File: src/rtl/brkflag_pkg.sv
package brkflag_pkg;

   localparam int unsigned MAX_FLAGS = 32;

   // Per-cycle qualified access controls shared by all flag cells.
   typedef struct packed {
      logic arm_req;    // status read, gated by the permission
      logic clr_req;    // companion access, gated by the permission
   } acc_ctl_t;

endpackage

File: src/rtl/brkflag_gate.sv
module brkflag_gate
   import brkflag_pkg::*;
(
   input  logic     stat_rd,
   input  logic     aux_acc,
   input  logic     brk_on,
   input  logic     brk_clr_en,
   output acc_ctl_t ctl
);

   logic permit;

   always_comb begin
      permit      = (~brk_on) | brk_clr_en;
      ctl.arm_req = stat_rd & permit;
      ctl.clr_req = aux_acc & permit;
   end

endmodule

File: src/rtl/brkflag_cell.sv
module brkflag_cell
   import brkflag_pkg::*;
(
   input  logic     clk,
   input  logic     rst_n,
   input  logic     set_evt,
   input  acc_ctl_t ctl,
   output logic     flag_q,
   output logic     armed_q
);

   logic clr_hit;
   logic arm_hit;
   logic flag_d;
   logic armed_d;

   always_comb begin
      clr_hit = ctl.clr_req & armed_q;
      arm_hit = ctl.arm_req & flag_q;
      // a fresh event beats a completing clear
      if (set_evt)      flag_d = 1'b1;
      else if (clr_hit) flag_d = 1'b0;
      else              flag_d = flag_q;
      if (clr_hit)      armed_d = 1'b0;
      else if (arm_hit) armed_d = 1'b1;
      else              armed_d = armed_q;
   end

   always_ff @(posedge clk) begin
      if (!rst_n) begin
         flag_q  <= 1'b0;
         armed_q <= 1'b0;
      end else begin
         flag_q  <= flag_d;
         armed_q <= armed_d;
      end
   end

endmodule

File: src/rtl/brkflag_reg.sv
module brkflag_reg
   import brkflag_pkg::*;
#(
   parameter int unsigned N_FLAGS = 8
)(
   input  logic               clk,
   input  logic               rst_n,
   input  logic [N_FLAGS-1:0] set_evt,
   input  logic               stat_rd,
   input  logic               aux_acc,
   input  logic               brk_on,
   input  logic               brk_clr_en,
   output logic [N_FLAGS-1:0] flag,
   output logic [N_FLAGS-1:0] armed
);

   localparam int unsigned LAST = N_FLAGS - 1;

   if (N_FLAGS < 1 || N_FLAGS > MAX_FLAGS) begin : g_bad_width
      $error("brkflag_reg: N_FLAGS out of range");
   end

   acc_ctl_t ctl;

   brkflag_gate u_gate (
      .stat_rd    (stat_rd),
      .aux_acc    (aux_acc),
      .brk_on     (brk_on),
      .brk_clr_en (brk_clr_en),
      .ctl        (ctl)
   );

   for (genvar i = 0; i <= LAST; i++) begin : g_cell
      brkflag_cell u_cell (
         .clk     (clk),
         .rst_n   (rst_n),
         .set_evt (set_evt[i]),
         .ctl     (ctl),
         .flag_q  (flag[i]),
         .armed_q (armed[i])
      );
   end

endmodule

File: config.mk
export PLATFORM = sky130hd
export DESIGN_NAME = brkflag_reg
export DESIGN_NICKNAME = d
export VERILOG_FILES = /design/src/rtl/brkflag_pkg.sv /design/src/rtl/brkflag_gate.sv /design/src/rtl/brkflag_cell.sv /design/src/rtl/brkflag_reg.sv
export SDC_FILE = /design/constraint.sdc
export NUM_CORES = 1
export LEC_CHECK = 0
export CAP_MARGIN = 5
export CORE_MARGIN = 2
export CORE_UTILIZATION = 58
export DETAILED_ROUTE_END_ITERATION = 7
export DONT_BUFFER_PORTS = 1
export PLACE_DENSITY_LB_ADDON = 0.3
export SLEW_MARGIN = 10
export SYNTH_ARGS = -nofsm -noshare
export SYNTH_HDL_FRONTEND = slang
export SYNTH_SLANG_ARGS = --single-unit
File: constraint.sdc
create_clock -name clk -period 1.2 [get_ports clk]
set_clock_uncertainty 0.2 [all_clocks]
set_input_delay 0.12 -clock clk [delete_from_list [all_inputs] [get_ports clk]]
set_output_delay 0.12 -clock clk [all_outputs]
set_load 0.03 [all_outputs]
==> results of run 1 <==
cells in the final DEF, fill, tap and decap left out:
cell / Yosys / layout
buf_4: 16 / 16
dlygate4sd3_1: 0 / 10
inv_1: 8 / 8
o21ai_0: 8 / 8
a31oi_1: 8 / 8
nor2b_1: 8 / 8
a22o_1: 8 / 8
dfxtp_2: 0 / 8
dfxtp_1: 16 / 8
clkbuf_4: 0 / 3
nand2b_4: 1 / 1
and2_4: 1 / 1
a21boi_4: 1 / 1
and3_4: 1 / 1
clkbuf_8: 0 / 1
dlymetal6s4s_1: 0 / 1
sequential cells by signal, indices dropped and copies added, names as in the netlist:
register	cells
g_cell.u_cell.armed_q	8
g_cell.u_cell.flag_q	8
per-layer routing:
| metal | global-route usage [%] | share of wire [%] |
|---|---|---|
| met5 | 0 | 0 |
| met4 | 10.3 | 0.79 |
| met3 | 5.00 | 7.0 |
| met1 | 25.9 | 46 |
| met2 | 32.7 | 46 |
where the power goes:
group          switching, mW  leakage (nW)  internal [mW]
registers             0.0275         0.136          0.568
logic                  0.127         0.279          0.108
clock network          0.154        0.0210          0.184
total                  0.308         0.436          0.859
final cells by class:
cell class	count	share of cell area, %
clock buffer	4	3.98
inverter	8	3.30
multi-input combinational	36	28.8
sequential	16	36.3
tap	15	2.06
timing repair buffer	27	25.5
cell families (layout without fill, tap and decap cells):
kind of cell | after synthesis | in the layout | share of synthesized area (%)
buffers and inverters | 26 | 39 | 22.8
AOI/OAI and AO/OA | 25 | 25 | 23.7
DFF | 16 | 16 | 42.4
and+or+nand+nor | 11 | 11 | 11.1
critical path: cells and delay by family:
family	cells	cell delay, ns
AOI/OAI and AO/OA	2	0.45
buffers and inverters	1	0.58
synthesized netlist by cell type:
library cell,number,share of area (%)
buf_4,16,16
dfxtp_1,16,42
a22o_1,8,9.3
a31oi_1,8,6.6
inv_1,8,4.0
nor2b_1,8,6.6
o21ai_0,8,5.3
buf_6,2,3.0
a21boi_4,1,2.5
and2_4,1,1.2
and3_4,1,1.5
nand2b_4,1,1.8
timing repair:
action                     4_1_cts  5_1_grt
setup endpoints to repair        0        9
gates resized for setup          0        9
hold endpoints to repair        16        1
hold buffers                    10        1
stage by stage:
stage	std cells	hold slack (ns)	power (mW)	worst slack, ns
floorplan	78	0.0565	0.790	0.173
global placement	91	0.0582	0.798	0.247
detailed placement	91	0.0683	0.802	0.216
CTS	105	0.00808	1.17	0.00844
global route	106	0.0102	1.23	0.0110
finish	106	0.0175	1.17	0.0648
how the worst max path moves through the flow:
| stage | startpoint | end | slack (ns) |
|---|---|---|---|
| 6_report | aux_acc | g_cell[4].u_cell.armed_q | 0.06 |
| 5_1_grt | aux_acc | g_cell[4].u_cell.armed_q | 0.01 |
| 4_1_cts | g_cell[4].u_cell.armed_q | armed[4] | 0.008 |
| 3_5_place_dp | brk_clr_en | g_cell[4].u_cell.armed_q | 0.22 |
| 3_3_place_gp | brk_clr_en | g_cell[7].u_cell.armed_q | 0.25 |
| 2_1_floorplan | brk_clr_en | g_cell[0].u_cell.armed_q | 0.17 |
==> run metrics, run 1 <==
Initial Util=60.3%; GRT Total Usage=20.6%; Core Area=1250 sq um; Worst Hold Class=in -> reg; Static Leakage=0.436 nW; vias per cell=5.19; Worst VDD drop=0.838 mV; Top Ports=30; CP Launch Type=input port; Num CTS Buffers=3; Post-CTS Setup Inserts=0; max cap viols=0; RSZ-0062 raised after global routing=false; Worst path slowest cell=dlygate4sd3_1; Core Rows=13; largest net degree at the start of global routing=10; Pins Over Slew Limit=0; drt pass-1 iters=3; Clock Latency Late Sink=0.27 ns; CP Max Fanout=8; Hold EP=g_cell[7].u_cell.armed_q; grt total ovfl=0; placed wire-length estimate=930 microns; hold depth=2; Synthesized Nets=92; reg2reg path depth=2; TritonCTS clock tree=built; fin crit share=94.6%; # fillers=99; worst r2r dst=g_cell[1].u_cell.armed_q; Slew @ Worst Pin=0.302 ns; Area growth syn-to-layout=20.5%; ant diodes=0; GP Congestion=0.618; final setup fails=0; status=finished clean; initial antenna violation count=0; area of the die=1610 sq um; Post-Route WL=1390 microns; post-synthesis cell count=78; Critical Path RT=1.22 ns; CTS HTree Levels=1; number of synthesized register bits=16; R2R setup slack=0.25 ns; Cell Pwr Density=1280 nW/um^2; Yosys warning total=0; Seq. cell area=330 sq um; DR iter-0 viols=2; Mean Syn Cell Area=9.69 sq um; clock slew at reported path FFs=0.09 ns; beginning of the worst register-to-register path=g_cell[1].u_cell.flag_q; worst min-delay path startpoint=stat_rd; footprint of the multi-input gates=263 sq um; DR vias=550; placed cell area=752 sq um; crit end category=register; first-pass GRT wire length=2140 microns; Cell variety after synth=12; die height=40.1 microns; post-synthesis sequential area ratio=42.4%; post-route cell area=911 sq um; chip width=40.1 microns; drt wl/cell=13.1 microns; CTS Buffer Depth=2; layout net count=106; Root Buffer=clkbuf_4; post-route ant nets=0; vias in the first global route=486; setup TNS=0 ns; I/O Buffers=0; FMAX=0.881 GHz; fraction of layout cells with a size suffix above 1=35.2%; fin util=72.7%; Slew headroom=79.8%; CP Class=in -> reg; crit path cell chain=dlygate4sd3_1 -> a21boi_4 -> a22o_1; Final Critical Period=1.14 ns; CP max stage delay=0.58 ns; WP data arrival=1.15 ns; DRC viols=0; Mapped Area=756 sq um; CTS sink count=16; final hold vios=0
No activity file was read; power rests on OpenSTA's default activity.
==> run 2, diff against run 1 <==
--- a/config.mk
+++ b/config.mk
@@ -7,11 +7,11 @@
 export LEC_CHECK = 0
 export CAP_MARGIN = 5
 export CORE_MARGIN = 2
-export CORE_UTILIZATION = 58
+export CORE_UTILIZATION = 35
 export DETAILED_ROUTE_END_ITERATION = 7
 export DONT_BUFFER_PORTS = 1
 export PLACE_DENSITY_LB_ADDON = 0.3
-export SLEW_MARGIN = 10
+export SLEW_MARGIN = 5
 export SYNTH_ARGS = -nofsm -noshare
 export SYNTH_HDL_FRONTEND = slang
 export SYNTH_SLANG_ARGS = --single-unit
==> constraint.sdc (replaced) <==
create_clock -name clk -period 1.2 [get_ports clk]
set_clock_uncertainty 0.2 [all_clocks]
set_input_delay 0.24 -clock clk [delete_from_list [all_inputs] [get_ports clk]]
set_output_delay 0.24 -clock clk [all_outputs]
set_load 0.03 [all_outputs]
==> run 2 against run 1 <==
Via count up 6.4%. Combinational power is 21% higher. Routed wire length grew 8.1%. The flow now finishes with violations (negative hold slack, negative setup slack). Register-to-register slack lost 0.14 ns. Sequential power hardly changed. Sequential share of layout area is 3.8 points lower. Highest routed layer unchanged. Power increased by 5.2%.
==> run metrics, run 2 (synthesis results as in run 1) <==
Static Leakage=0.496 nW (was 0.436 nW); worst-case hold slack=-0.121 ns (was 0.0175 ns); CP max stage delay=0.36 ns (was 0.58 ns); setup TNS=-0.0278 ns (was 0 ns); failing checks=negative hold slack, negative setup slack; initial antenna violation count=0 (unchanged); Final Critical Period=1.21 ns (was 1.14 ns); Post-Route WL=1500 microns (was 1390 microns); area of the die=2550 sq um (was 1610 sq um); RSZ-0062 raised after global routing=true (was false); Worst path slowest cell=dfxtp_2 (was dlygate4sd3_1); most frequent cells in the layout=dfxtp_2 (16), buf_6 (16), buf_4 (14) (was buf_4 (16), dlygate4sd3_1 (10)); DR vias=585 (was 550); Root Buffer=clkbuf_4 (unchanged); grt total ovfl=0 (unchanged); part of the power in registers=48.5% (was 51.0%); WP buf/inv=1 (unchanged); CTS Buffer Depth=2 (unchanged); placed wire-length estimate=934 microns (was 930 microns); I/O Buffers=0 (unchanged); final setup fails=5 (was 0); WP data arrival=0.77 ns (was 1.15 ns); CP Max Fanout=3 (was 8); drt pass-1 iters=2 (was 3); chip width=50.5 microns (was 40.1 microns); crit end category=primary output (was register); ant diodes=0 (unchanged); Worst VDD drop=0.683 mV (was 0.838 mV); GP Congestion=0.663 (was 0.618); CTS sink count=16 (unchanged); Comb pwr share=23.1% (was 20.1%); fraction of layout cells with a size suffix above 1=54.0% (was 35.2%); fin crit share=101% (was 94.6%); drt wl/cell=11.8 microns (was 13.1 microns); post-route cell area=1050 sq um (was 911 sq um); Core Rows=16 (was 13); CP Class=reg -> out (was in -> reg); status=finished, violations left (was finished clean); Largest regs=g_cell.u_cell.armed_q: 8 flops, g_cell.u_cell.flag_q: 8 flops (unchanged); Pins Over Slew Limit=0 (unchanged); Switch Pwr=0.324 mW (was 0.308 mW); DRC viols=0 (unchanged); FMAX=0.824 GHz (was 0.881 GHz); vias per cell=4.61 (was 5.19); R2R setup slack=0.11 ns (was 0.25 ns); die height=50.5 microns (was 40.1 microns); CP Launch Type=register (was input port); CTS HTree Levels=1 (unchanged); TritonCTS clock tree=built (unchanged); final hold vios=8 (was 0); Initial Util=37.8% (was 60.3%); crit path cell chain=buf_6 (was dlygate4sd3_1 -> a21boi_4 -> a22o_1); Pint=0.904 mW (was 0.859 mW); Cell Pwr Density=1170 nW/um^2 (was 1280 nW/um^2); Critical Path RT=0.76 ns (was 1.22 ns); DR iter-0 viols=1 (was 2); Clock Power Share=28.4% (was 28.9%); clock slew at reported path FFs=0.09 ns (about the same); Top Ports=30 (unchanged); final worst slack=-0.0140 ns (was 0.0648 ns); fin util=52.4% (was 72.7%); GRT Total Usage=12.6% (was 20.6%); Worst Hold Class=in -> reg (unchanged); Sw Ratio=26.4% (about the same); Num CTS Buffers=3 (unchanged); Slew @ Worst Pin=0.238 ns (was 0.302 ns); placed cell area=767 sq um (was 752 sq um); Core Area=2000 sq um (was 1250 sq um); largest net degree at the start of global routing=11 (was 10); dpl ws=0.112 ns (was 0.216 ns); max cap viols=0 (unchanged); first-pass GRT wire length=2340 microns (was 2140 microns); layout net count=115 (was 106); Area growth syn-to-layout=38.7% (was 20.5%); CP delay by family, top=flip-flops (was buffers and inverters); Clock Latency Late Sink=0.28 ns (was 0.27 ns); vias in the first global route=566 (was 486); Slew headroom=84.1% (was 79.8%); post-route ant nets=0 (unchanged)
run 2: changes by cell type in the layout (fill, tap and decap cells not counted):
cell | previous run | this run
buf_6 | 0 | 16
dfxtp_1 | 8 | 0
dfxtp_2 | 8 | 16
buf_4 | 16 | 14
dlymetal6s4s_1 | 1 | 0
dlygate4sd3_1 | 10 | 6
run 2: worst reg2reg max path, cell delays in order (launching register included):
cell and delay, ns:
dfxtp_2 0.33, buf_4 0.12, buf_4 0.13, nor2b_1 0.12, a22o_1 0.13
run 2: through the flow:
stage / hold WS [ns] / std cells / total power, mW
4_1_cts: -0.137 / 122 / 1.23
6_report: -0.121 / 127 / 1.23
3_5_place_dp: 0.184 / 103 / 0.803
5_1_grt: -0.133 / 127 / 1.29
3_3_place_gp: 0.179 / 103 / 0.800
2_1_floorplan: 0.176 / 78 / 0.790
run 2: power groups by stage:
| stage | Combinational [mW] | Clock (mW) | Sequential (mW) |
|---|---|---|---|
| floorplan | 0.194 | 0 | 0.596 |
| global placement | 0.199 | 0 | 0.601 |
| detailed placement | 0.200 | 0 | 0.603 |
| CTS | 0.271 | 0.365 | 0.596 |
| global route | 0.304 | 0.385 | 0.601 |
| finish | 0.284 | 0.349 | 0.596 |
run 2: metal layers:
| layer | vias to the layer above | global-route usage (%) | routed length (microns) |
|---|---|---|---|
| met5 | - | 0 | 0 |
| met4 | 0 | 4.05 | 12 |
| met3 | 2 | 6.55 | 102 |
| met2 | 19 | 21.3 | 717 |
| met1 | 270 | 13.5 | 669 |
| li1 | 294 | - | - |
run 2: final cells by class:
cell class	count	area (sq um)
fill	191	953
timing repair buffer	36	345
inverter	8	30.0
sequential	16	340
multi-input combinational	36	263
clock buffer	4	36.3
tap	27	33.8
run 2: final timing paths:
check | start | end | depth (start not counted)
worst max-delay path | g_cell[7].u_cell.armed_q | armed[7] | 1
worst min-delay path | rst_n | g_cell[6].u_cell.flag_q | 2
worst max register to register | g_cell[4].u_cell.armed_q | g_cell[4].u_cell.armed_q | 4
worst min register to register | g_cell[7].u_cell.armed_q | g_cell[7].u_cell.armed_q | 1
run 2: repair_timing:
item                                    CTS  global route
hold endpoints to repair                  8             8
buffers inserted                         12             2
hold buffers                              3             3
pin swaps                                 0             0
endpoints found under the setup margin   16            16
gates resized for setup                  32             0
